[src/rtl/tpg_pkg.sv]
package tpg_pkg;

    localparam int SEC_W      = 32;
    localparam int NS_W       = 30;
    localparam int WCODE_W    = 4;
    localparam int NS_PER_SEC = 1_000_000_000;

    // seconds in the upper field so a packed compare orders whole times
    typedef struct packed {
        logic [SEC_W-1:0] sec;
        logic [NS_W-1:0]  ns;
    } tod_t;

    // logarithmic pulse width code to nanoseconds
    function automatic logic [NS_W-1:0] width_ns(input logic [WCODE_W-1:0] code);
        logic [NS_W-1:0] w;
        case (code)
            4'd0:    w = NS_W'(100);
            4'd1:    w = NS_W'(500);
            4'd2:    w = NS_W'(1_000);
            4'd3:    w = NS_W'(5_000);
            4'd4:    w = NS_W'(10_000);
            4'd5:    w = NS_W'(50_000);
            4'd6:    w = NS_W'(100_000);
            4'd7:    w = NS_W'(500_000);
            4'd8:    w = NS_W'(1_000_000);
            4'd9:    w = NS_W'(5_000_000);
            4'd10:   w = NS_W'(10_000_000);
            4'd11:   w = NS_W'(50_000_000);
            4'd12:   w = NS_W'(100_000_000);
            4'd13:   w = NS_W'(200_000_000);
            default: w = NS_W'(100);
        endcase
        return w;
    endfunction

endpackage

[src/rtl/tpg_time_add.sv]
module tpg_time_add
    import tpg_pkg::*;
(
    input  tod_t a,
    input  tod_t b,
    output tod_t sum
);
    localparam logic [NS_W:0] NSPS = (NS_W+1)'(NS_PER_SEC);

    logic [NS_W:0] ns_raw;
    logic          carry;

    always_comb begin
        ns_raw  = {1'b0, a.ns} + {1'b0, b.ns};
        carry   = (ns_raw >= NSPS);
        sum.ns  = carry ? NS_W'(ns_raw - NSPS) : ns_raw[NS_W-1:0];
        sum.sec = a.sec + b.sec + SEC_W'(carry);
    end
endmodule

[src/rtl/tpg_regs.sv]
module tpg_regs
    import tpg_pkg::*;
#(
    parameter int NUM_CH = 2,
    parameter int ADDR_W = 5,
    parameter int DATA_W = 16
) (
    input  logic                           clk,
    input  logic                           rst_n,
    input  logic                           wr_en,
    input  logic [ADDR_W-1:0]              addr,
    input  logic [DATA_W-1:0]              wdata,
    output logic [DATA_W-1:0]              rdata,
    output logic [NUM_CH-1:0]              ld_stb,
    output tod_t [NUM_CH-1:0]              ld_tgt,
    output tod_t [NUM_CH-1:0]              period,
    output logic [NUM_CH-1:0][WCODE_W-1:0] wcode,
    output logic [NUM_CH-1:0]              pol,
    output logic [NUM_CH-1:0]              oneshot
);
    localparam int BLK_W = ADDR_W - 3;
    localparam int NSH_W = NS_W - DATA_W;
    localparam int CFG_W = 2*NUM_CH + WCODE_W*NUM_CH;
    localparam logic [ADDR_W-1:0] CFG_ADDR = ADDR_W'(NUM_CH*8);

    typedef struct packed {
        logic [NUM_CH-1:0][DATA_W-1:0] t_sh;
        logic [NUM_CH-1:0][DATA_W-1:0] t_sl;
        logic [NUM_CH-1:0][NSH_W-1:0]  t_nh;
        logic [NUM_CH-1:0][DATA_W-1:0] t_nl;
        logic [NUM_CH-1:0][DATA_W-1:0] p_sh;
        logic [NUM_CH-1:0][DATA_W-1:0] p_sl;
        logic [NUM_CH-1:0][NSH_W-1:0]  p_nh;
        logic [NUM_CH-1:0][DATA_W-1:0] p_nl;
        logic [CFG_W-1:0]              cfg;
        logic [DATA_W-1:0]             rdata;
    } st_t;

    st_t st_d, st_q;
    logic [BLK_W-1:0] blk;
    logic [2:0]       off;

    assign blk = addr[ADDR_W-1:3];
    assign off = addr[2:0];

    always_comb begin
        st_d       = st_q;
        st_d.rdata = '0;
        for (int c = 0; c < NUM_CH; c++) begin
            if (wr_en && blk == BLK_W'(c)) begin
                case (off)
                    3'd0: st_d.t_sh[c] = wdata;
                    3'd1: st_d.t_sl[c] = wdata;
                    3'd2: st_d.t_nh[c] = wdata[NSH_W-1:0];
                    3'd3: st_d.t_nl[c] = wdata;
                    3'd4: st_d.p_sh[c] = wdata;
                    3'd5: st_d.p_sl[c] = wdata;
                    3'd6: st_d.p_nh[c] = wdata[NSH_W-1:0];
                    default: st_d.p_nl[c] = wdata;
                endcase
            end
            if (blk == BLK_W'(c)) begin
                case (off)
                    3'd0: st_d.rdata = st_q.t_sh[c];
                    3'd1: st_d.rdata = st_q.t_sl[c];
                    3'd2: st_d.rdata = DATA_W'(st_q.t_nh[c]);
                    3'd3: st_d.rdata = st_q.t_nl[c];
                    3'd4: st_d.rdata = st_q.p_sh[c];
                    3'd5: st_d.rdata = st_q.p_sl[c];
                    3'd6: st_d.rdata = DATA_W'(st_q.p_nh[c]);
                    default: st_d.rdata = st_q.p_nl[c];
                endcase
            end
        end
        if (wr_en && addr == CFG_ADDR)
            st_d.cfg = wdata[CFG_W-1:0];
        if (addr == CFG_ADDR)
            st_d.rdata = DATA_W'(st_q.cfg);
    end

    always_ff @(posedge clk or negedge rst_n) begin
        if (!rst_n) st_q <= '0;
        else        st_q <= st_d;
    end

    always_comb begin
        for (int c = 0; c < NUM_CH; c++) begin
            ld_stb[c]     = wr_en && (addr == ADDR_W'(c*8 + 2));
            ld_tgt[c].sec = {st_q.t_sh[c], st_q.t_sl[c]};
            ld_tgt[c].ns  = {wdata[NSH_W-1:0], st_q.t_nl[c]};
            period[c].sec = {st_q.p_sh[c], st_q.p_sl[c]};
            period[c].ns  = {st_q.p_nh[c], st_q.p_nl[c]};
            oneshot[c]    = st_q.cfg[2*c];
            pol[c]        = st_q.cfg[2*c+1];
            wcode[c]      = st_q.cfg[2*NUM_CH + WCODE_W*c +: WCODE_W];
        end
    end

    assign rdata = st_q.rdata;

    // a configuration write is visible on the next cycle
    a_r10_cfg_write: assert property (@(posedge clk) disable iff (!rst_n)
        (wr_en && addr == CFG_ADDR) |=> (st_q.cfg == $past(wdata[CFG_W-1:0])));

    // read data follows the address by exactly one cycle for config
    a_r2_cfg_readback: assert property (@(posedge clk) disable iff (!rst_n)
        (addr == CFG_ADDR && !wr_en) |=> (rdata == DATA_W'($past(st_q.cfg))));
endmodule

[src/rtl/tpg_chan.sv]
module tpg_chan
    import tpg_pkg::*;
(
    input  logic               clk,
    input  logic               rst_n,
    input  tod_t               tod,
    input  logic               ld_stb,
    input  tod_t               ld_tgt,
    input  tod_t               period,
    input  logic [WCODE_W-1:0] wcode,
    input  logic               pol,
    input  logic               oneshot,
    output logic               pulse_o
);
    typedef struct packed {
        tod_t tgt;
        tod_t fin;
        logic armed;
        logic active;
    } st_t;

    st_t  st_d, st_q;
    tod_t nxt_tgt, fin_t, wtod;
    logic hit;

    always_comb begin
        wtod.sec = '0;
        wtod.ns  = width_ns(wcode);
    end

    tpg_time_add u_reload (.a(st_q.tgt), .b(period), .sum(nxt_tgt));
    tpg_time_add u_finish (.a(st_q.tgt), .b(wtod),   .sum(fin_t));

    always_comb begin
        st_d = st_q;
        hit  = st_q.armed && (tod >= st_q.tgt);
        if (st_q.active && (tod >= st_q.fin))
            st_d.active = 1'b0;
        if (hit) begin
            st_d.active = 1'b1;
            st_d.fin    = fin_t;
            if (oneshot) st_d.armed = 1'b0;
            else         st_d.tgt   = nxt_tgt;
        end
        if (ld_stb) begin
            st_d.tgt   = ld_tgt;
            st_d.armed = 1'b1;
        end
    end

    always_ff @(posedge clk or negedge rst_n) begin
        if (!rst_n) st_q <= '0;
        else        st_q <= st_d;
    end

    assign pulse_o = pol ? st_q.active : ~st_q.active;

    // a pulse only starts from an armed channel whose target was reached
    a_r4_start_armed: assert property (@(posedge clk) disable iff (!rst_n)
        $rose(st_q.active) |-> ($past(st_q.armed) && $past(tod >= st_q.tgt)));

    // a one-shot match leaves the channel disarmed
    a_r8_oneshot_disarm: assert property (@(posedge clk) disable iff (!rst_n)
        (hit && oneshot && !ld_stb) |=> !st_q.armed);

    // loading arms the channel with exactly the presented target
    a_r3_load_arms: assert property (@(posedge clk) disable iff (!rst_n)
        ld_stb |=> (st_q.armed && st_q.tgt == $past(ld_tgt)));

    // a pulse past its end without a new match drops
    a_r5_pulse_end: assert property (@(posedge clk) disable iff (!rst_n)
        (st_q.active && tod >= st_q.fin && !hit) |=> !st_q.active);

    // a periodic match keeps the channel armed
    a_r7_stay_armed: assert property (@(posedge clk) disable iff (!rst_n)
        (hit && !oneshot) |=> st_q.armed);
endmodule

[src/rtl/tod_pulse_gen.sv]
module tod_pulse_gen
    import tpg_pkg::*;
#(
    parameter int NUM_CH = 2,
    parameter int ADDR_W = 5,
    parameter int DATA_W = 16
) (
    input  logic              clk,
    input  logic              rst_n,
    input  logic [31:0]       tod_sec,
    input  logic [29:0]       tod_ns,
    input  logic              wr_en,
    input  logic [ADDR_W-1:0] addr,
    input  logic [DATA_W-1:0] wdata,
    output logic [DATA_W-1:0] rdata,
    output logic [NUM_CH-1:0] pulse_out
);
    tod_t                           tod;
    logic [NUM_CH-1:0]              ld_stb;
    tod_t [NUM_CH-1:0]              ld_tgt;
    tod_t [NUM_CH-1:0]              period;
    logic [NUM_CH-1:0][WCODE_W-1:0] wcode;
    logic [NUM_CH-1:0]              pol;
    logic [NUM_CH-1:0]              oneshot;

    assign tod.sec = tod_sec;
    assign tod.ns  = tod_ns;

    tpg_regs #(.NUM_CH(NUM_CH), .ADDR_W(ADDR_W), .DATA_W(DATA_W)) u_regs (
        .clk(clk), .rst_n(rst_n), .wr_en(wr_en), .addr(addr), .wdata(wdata),
        .rdata(rdata), .ld_stb(ld_stb), .ld_tgt(ld_tgt), .period(period),
        .wcode(wcode), .pol(pol), .oneshot(oneshot)
    );

    for (genvar c = 0; c < NUM_CH; c++) begin : g_ch
        tpg_chan u_chan (
            .clk(clk), .rst_n(rst_n), .tod(tod), .ld_stb(ld_stb[c]),
            .ld_tgt(ld_tgt[c]), .period(period[c]), .wcode(wcode[c]),
            .pol(pol[c]), .oneshot(oneshot[c]), .pulse_o(pulse_out[c])
        );
    end
endmodule

[config.mk]
export PLATFORM = sky130hd
export DESIGN_NAME = tod_pulse_gen
export DESIGN_NICKNAME = d
export VERILOG_FILES = /design/src/rtl/tpg_pkg.sv /design/src/rtl/tpg_time_add.sv /design/src/rtl/tpg_regs.sv /design/src/rtl/tpg_chan.sv /design/src/rtl/tod_pulse_gen.sv
export SDC_FILE = /design/constraint.sdc
export NUM_CORES = 2
export LEC_CHECK = 0
export BUFFER_PORTS_ARGS = -buffer_cell sky130_fd_sc_hd__buf_2
export CAP_MARGIN = 20
export CORE_ASPECT_RATIO = 0.7
export CORE_MARGIN = 10
export CORE_UTILIZATION = 30
export CTS_CLUSTER_SIZE = 30
export DETAILED_ROUTE_END_ITERATION = 8
export GPL_ROUTABILITY_DRIVEN = 1
export HOLD_SLACK_MARGIN = 0.05
export PLACE_DENSITY_LB_ADDON = 0.12
export RECOVER_POWER = 50
export SLEW_MARGIN = 25
export SYNTH_ARGS = -nofsm -noshare
export SYNTH_HDL_FRONTEND = slang
export SYNTH_SLANG_ARGS = --single-unit
[constraint.sdc]
create_clock -name clk -period 12 [get_ports clk]
set_input_delay 0.6 -clock clk [delete_from_list [all_inputs] [get_ports clk]]
set_output_delay 0.6 -clock clk [all_outputs]
set_load 0.01 [all_outputs]
==> run summary <==
status: finished, violations left
violated checks: max-capacitance violations, max-slew violations
path category of the worst min-delay check: in -> reg
Vias: 37800
#FFs+latches synth: 528
final number of max-transition violations: 511
number of antenna violations at the first check in global routing: 19
Synth Net Count: 5414
kind of end point of the critical path: async pin
power density relative to cell area: 250 mW/mm2
I/O Pins: 104
router iterations before antenna repair: 8
area share of the largest cell type after synthesis: 0.311
NumNets Final: 5440
count of input and output buffers: 103
later-pin clock latency in the skew report: 0.70 ns
combined area of the multi-input logic cells: 0.0272 mm2
crit path launch type: input pin
worst r2r src: u_regs.wcode[6]
share of the synthesized netlist area taken by xor and xnor gates: 0.0536
cts-stage hold buffer count: 1
post-detailed-route DRC marker count: 0
HP Start: wdata[12]
Seq. cell area: 0.0132 mm2
placer congestion estimate: 0.965
Max Buffers Root-to-Sink: 3
max_slew headroom: -1.68
Synth top cells by count: sky130_fd_sc_hd__dfrtp_1 (528), sky130_fd_sc_hd__nand2_1 (465), sky130_fd_sc_hd__ha_1 (448)
count of buffers added by post-CTS timing repair for setup: 0
most area-hungry cell type in the Yosys netlist: sky130_fd_sc_hd__dfrtp_1
placed cell count: 6706
root buffer selected by CTS: sky130_fd_sc_hd__clkbuf_16
async set or reset register ratio after synthesis: 1.00
Gate Count Post-Synth: 4872
Mapped Area: 0.0425 mm2
Adder-Cell Fraction of Synth Area: 0.136
synthesized area per cell: 8.72 um2
dominant combinational cell family by area after synthesis: compound AO/OA/AOI/OAI gates
TritonCTS clock tree: done
count of endpoints failing setup in the final report: 0
Synth-to-Final Area Change: 11.2%
setup total negative slack: 0 ns
count of clock tree sinks: 528
Via-to-Cell Ratio: 5.53
share of post-route cells with drive strength above 1: 0.122
Min Clock Period, post-route: 8.89 ns
compound-cell area share of the yosys netlist: 0.199
GRT Resource Usage Total: 0.230
core occupancy in the finished layout: 0.336
Required @ worst endpoint: 12.66 ns
standard cell core area: 0.141 mm2
most numerous cell in the Yosys netlist: sky130_fd_sc_hd__dfrtp_1
Synth Warn #: 0
count of instances resized after the clock tree is built: 0
sequential share of the synthesized area: 0.311
H-tree levels: 2
number of DRC markers in iteration 0: 4207
simple-gate area share of the yosys netlist: 0.153
top flip-flop cell by instance count after synthesis: sky130_fd_sc_hd__dfrtp_1
cells taking the most area after synthesis: sky130_fd_sc_hd__dfrtp_1 (31%), sky130_fd_sc_hd__ha_1 (13%), sky130_fd_sc_hd__mux2_2 (7.1%)
FMAX: 0.112 GHz
antenna-violating nets left: 0
overall die area: 0.157 mm2
share of cell area taken by muxes after synthesis: 0.0968
Arrival @ worst endpoint: 9.55 ns
Avg WL per Cell: 27.6 um
Initial Utilization: 0.302
via count of the first global-routing pass: 34900
die outline width: 470 um
leakage power summed over all cells: 21.3 nW
Max IR drop VDD: 0.000107 V
Cell Rows: 115
global-route wire length before repair: 267000 um
GRT overflow: 0
Layout Skew: 0.0334 ns
slew at the pin with the worst max-slew slack: 4.02 ns
largest driver fanout on the critical path: 155
register clock-pin slew on the reported worst setup and hold paths: 0.06 ns
number of library cell types mapped by synthesis: 104
number of enable-type register cells in the synthesized netlist: 0
overall die height: 335 um
HPWL after DPL: 148000 um
clock buffers created by TritonCTS: 61
number of hold-slack violations in the final timing report: 0
pin count of the biggest net entering global routing: 156
unrepaired setup endpoints after global routing: false
period utilisation layout: 0.741
origin of the worst setup path: rst_n
path type of the worst setup path: in -> async
Maximum Capacitance Violations: 9
fill cell instance count of the final layout: 14800
number of standard cells in the final layout excluding fillers: 6828
total detailed-routing wirelength: 188000 um
cell type report:
class / count / area share
Timing Repair Buffer: 190 / 0.0237
Antenna cell: 6 / 0.000318
Multi-Input combinational cell: 3793 / 0.575
Clock inverter: 38 / 0.0101
Inverter: 324 / 0.0257
Sequential cell: 528 / 0.280
Tap cell: 1872 / 0.0496
Clock buffer: 77 / 0.0355
final timing paths:
check	end	slack [ns]	depth (start not counted)
worst max-delay path	u_regs.ld_tgt[120]	3.11	5
worst min-delay path	u_regs.st_q[210]	0.46	3
worst max register to register	g_ch[1].u_chan.st_q[63]	3.82	32
worst min register to register	u_regs.st_q[185]	0.48	2
max in group clk	g_ch[0].u_chan.st_q[78]	3.65	7
min in group asynchronous	g_ch[1].u_chan.st_q[22]	1.85	2
logic make-up (layout without fill, tap and decap cells):
group / Yosys count / in the layout
buf+inv: 551 / 629
other cells: 0 / 6
simple gates: 1376 / 1376
flops: 528 / 528
mux: 360 / 360
fa+ha+maj: 456 / 456
compound gates: 1341 / 1341
xor+xnor: 260 / 260
cell usage in the layout, fill, tap and decap left out, types with 54 or more instances in the layout:
cell type	synthesis	routed
sky130_fd_sc_hd__xnor2_1	189	189
sky130_fd_sc_hd__mux2_2	267	267
sky130_fd_sc_hd__nand2b_1	56	54
sky130_fd_sc_hd__buf_4	18	74
sky130_fd_sc_hd__a21oi_1	410	409
sky130_fd_sc_hd__nand2_1	465	463
sky130_fd_sc_hd__mux2i_1	79	79
sky130_fd_sc_hd__nand3_1	97	97
sky130_fd_sc_hd__nand4_1	95	95
sky130_fd_sc_hd__o21ai_0	321	321
sky130_fd_sc_hd__a21o_1	141	141
sky130_fd_sc_hd__nor2_1	346	346
sky130_fd_sc_hd__nor2b_1	76	74
sky130_fd_sc_hd__nor3_1	64	63
sky130_fd_sc_hd__ha_1	448	448
sky130_fd_sc_hd__clkbuf_16	0	61
sky130_fd_sc_hd__dfrtp_1	528	527
sky130_fd_sc_hd__inv_1	323	323
sky130_fd_sc_hd__xor2_1	71	71
sky130_fd_sc_hd__buf_2	6	83
sequential cells by signal (all words and copies together), names as in the netlist:
signal / cells
u_regs.rdata: 16
u_regs.st_q: 28
u_regs.oneshot: 2
u_regs.pol: 2
u_regs.ld_tgt: 96
u_regs.period: 124
g_ch.u_chan.st_q: 252
u_regs.wcode: 8
power breakdown:
part / total (mW) / switching (mW) / internal [mW]
combinational: 6.66 / 4.15 / 2.51
clock: 2.07 / 0.888 / 1.19
sequential: 3.09 / 0.756 / 2.34
total: 11.8 / 5.80 / 6.03
through the flow:
step                area [um2]  worst slack, ns  hold slack [ns]  total power [mW]
finish                   47200             3.11            0.458              11.8
global route             47200             1.66            0.460              12.7
CTS                      47300             3.89            0.431              11.7
detailed placement       45200             3.93            0.460              9.61
global placement         45100             3.98            0.459              9.63
floorplan                42500             5.51            0.304              7.23
worst max-delay path, cell delays in order:
cell and delay, ns:
sky130_fd_sc_hd__dlygate4sd3_1 0.52, sky130_fd_sc_hd__clkbuf_1 2.79, sky130_fd_sc_hd__clkbuf_1 2.40, sky130_fd_sc_hd__clkbuf_1 2.30
sky130_fd_sc_hd__buf_12 0.66
metal layers:
layer	part of all wire	track usage
met3	0.089	0.0573
met2	0.37	0.300
met5	0	0
met1	0.52	0.373
met4	0.014	0.0334
(Power assumes the default switching activity.)
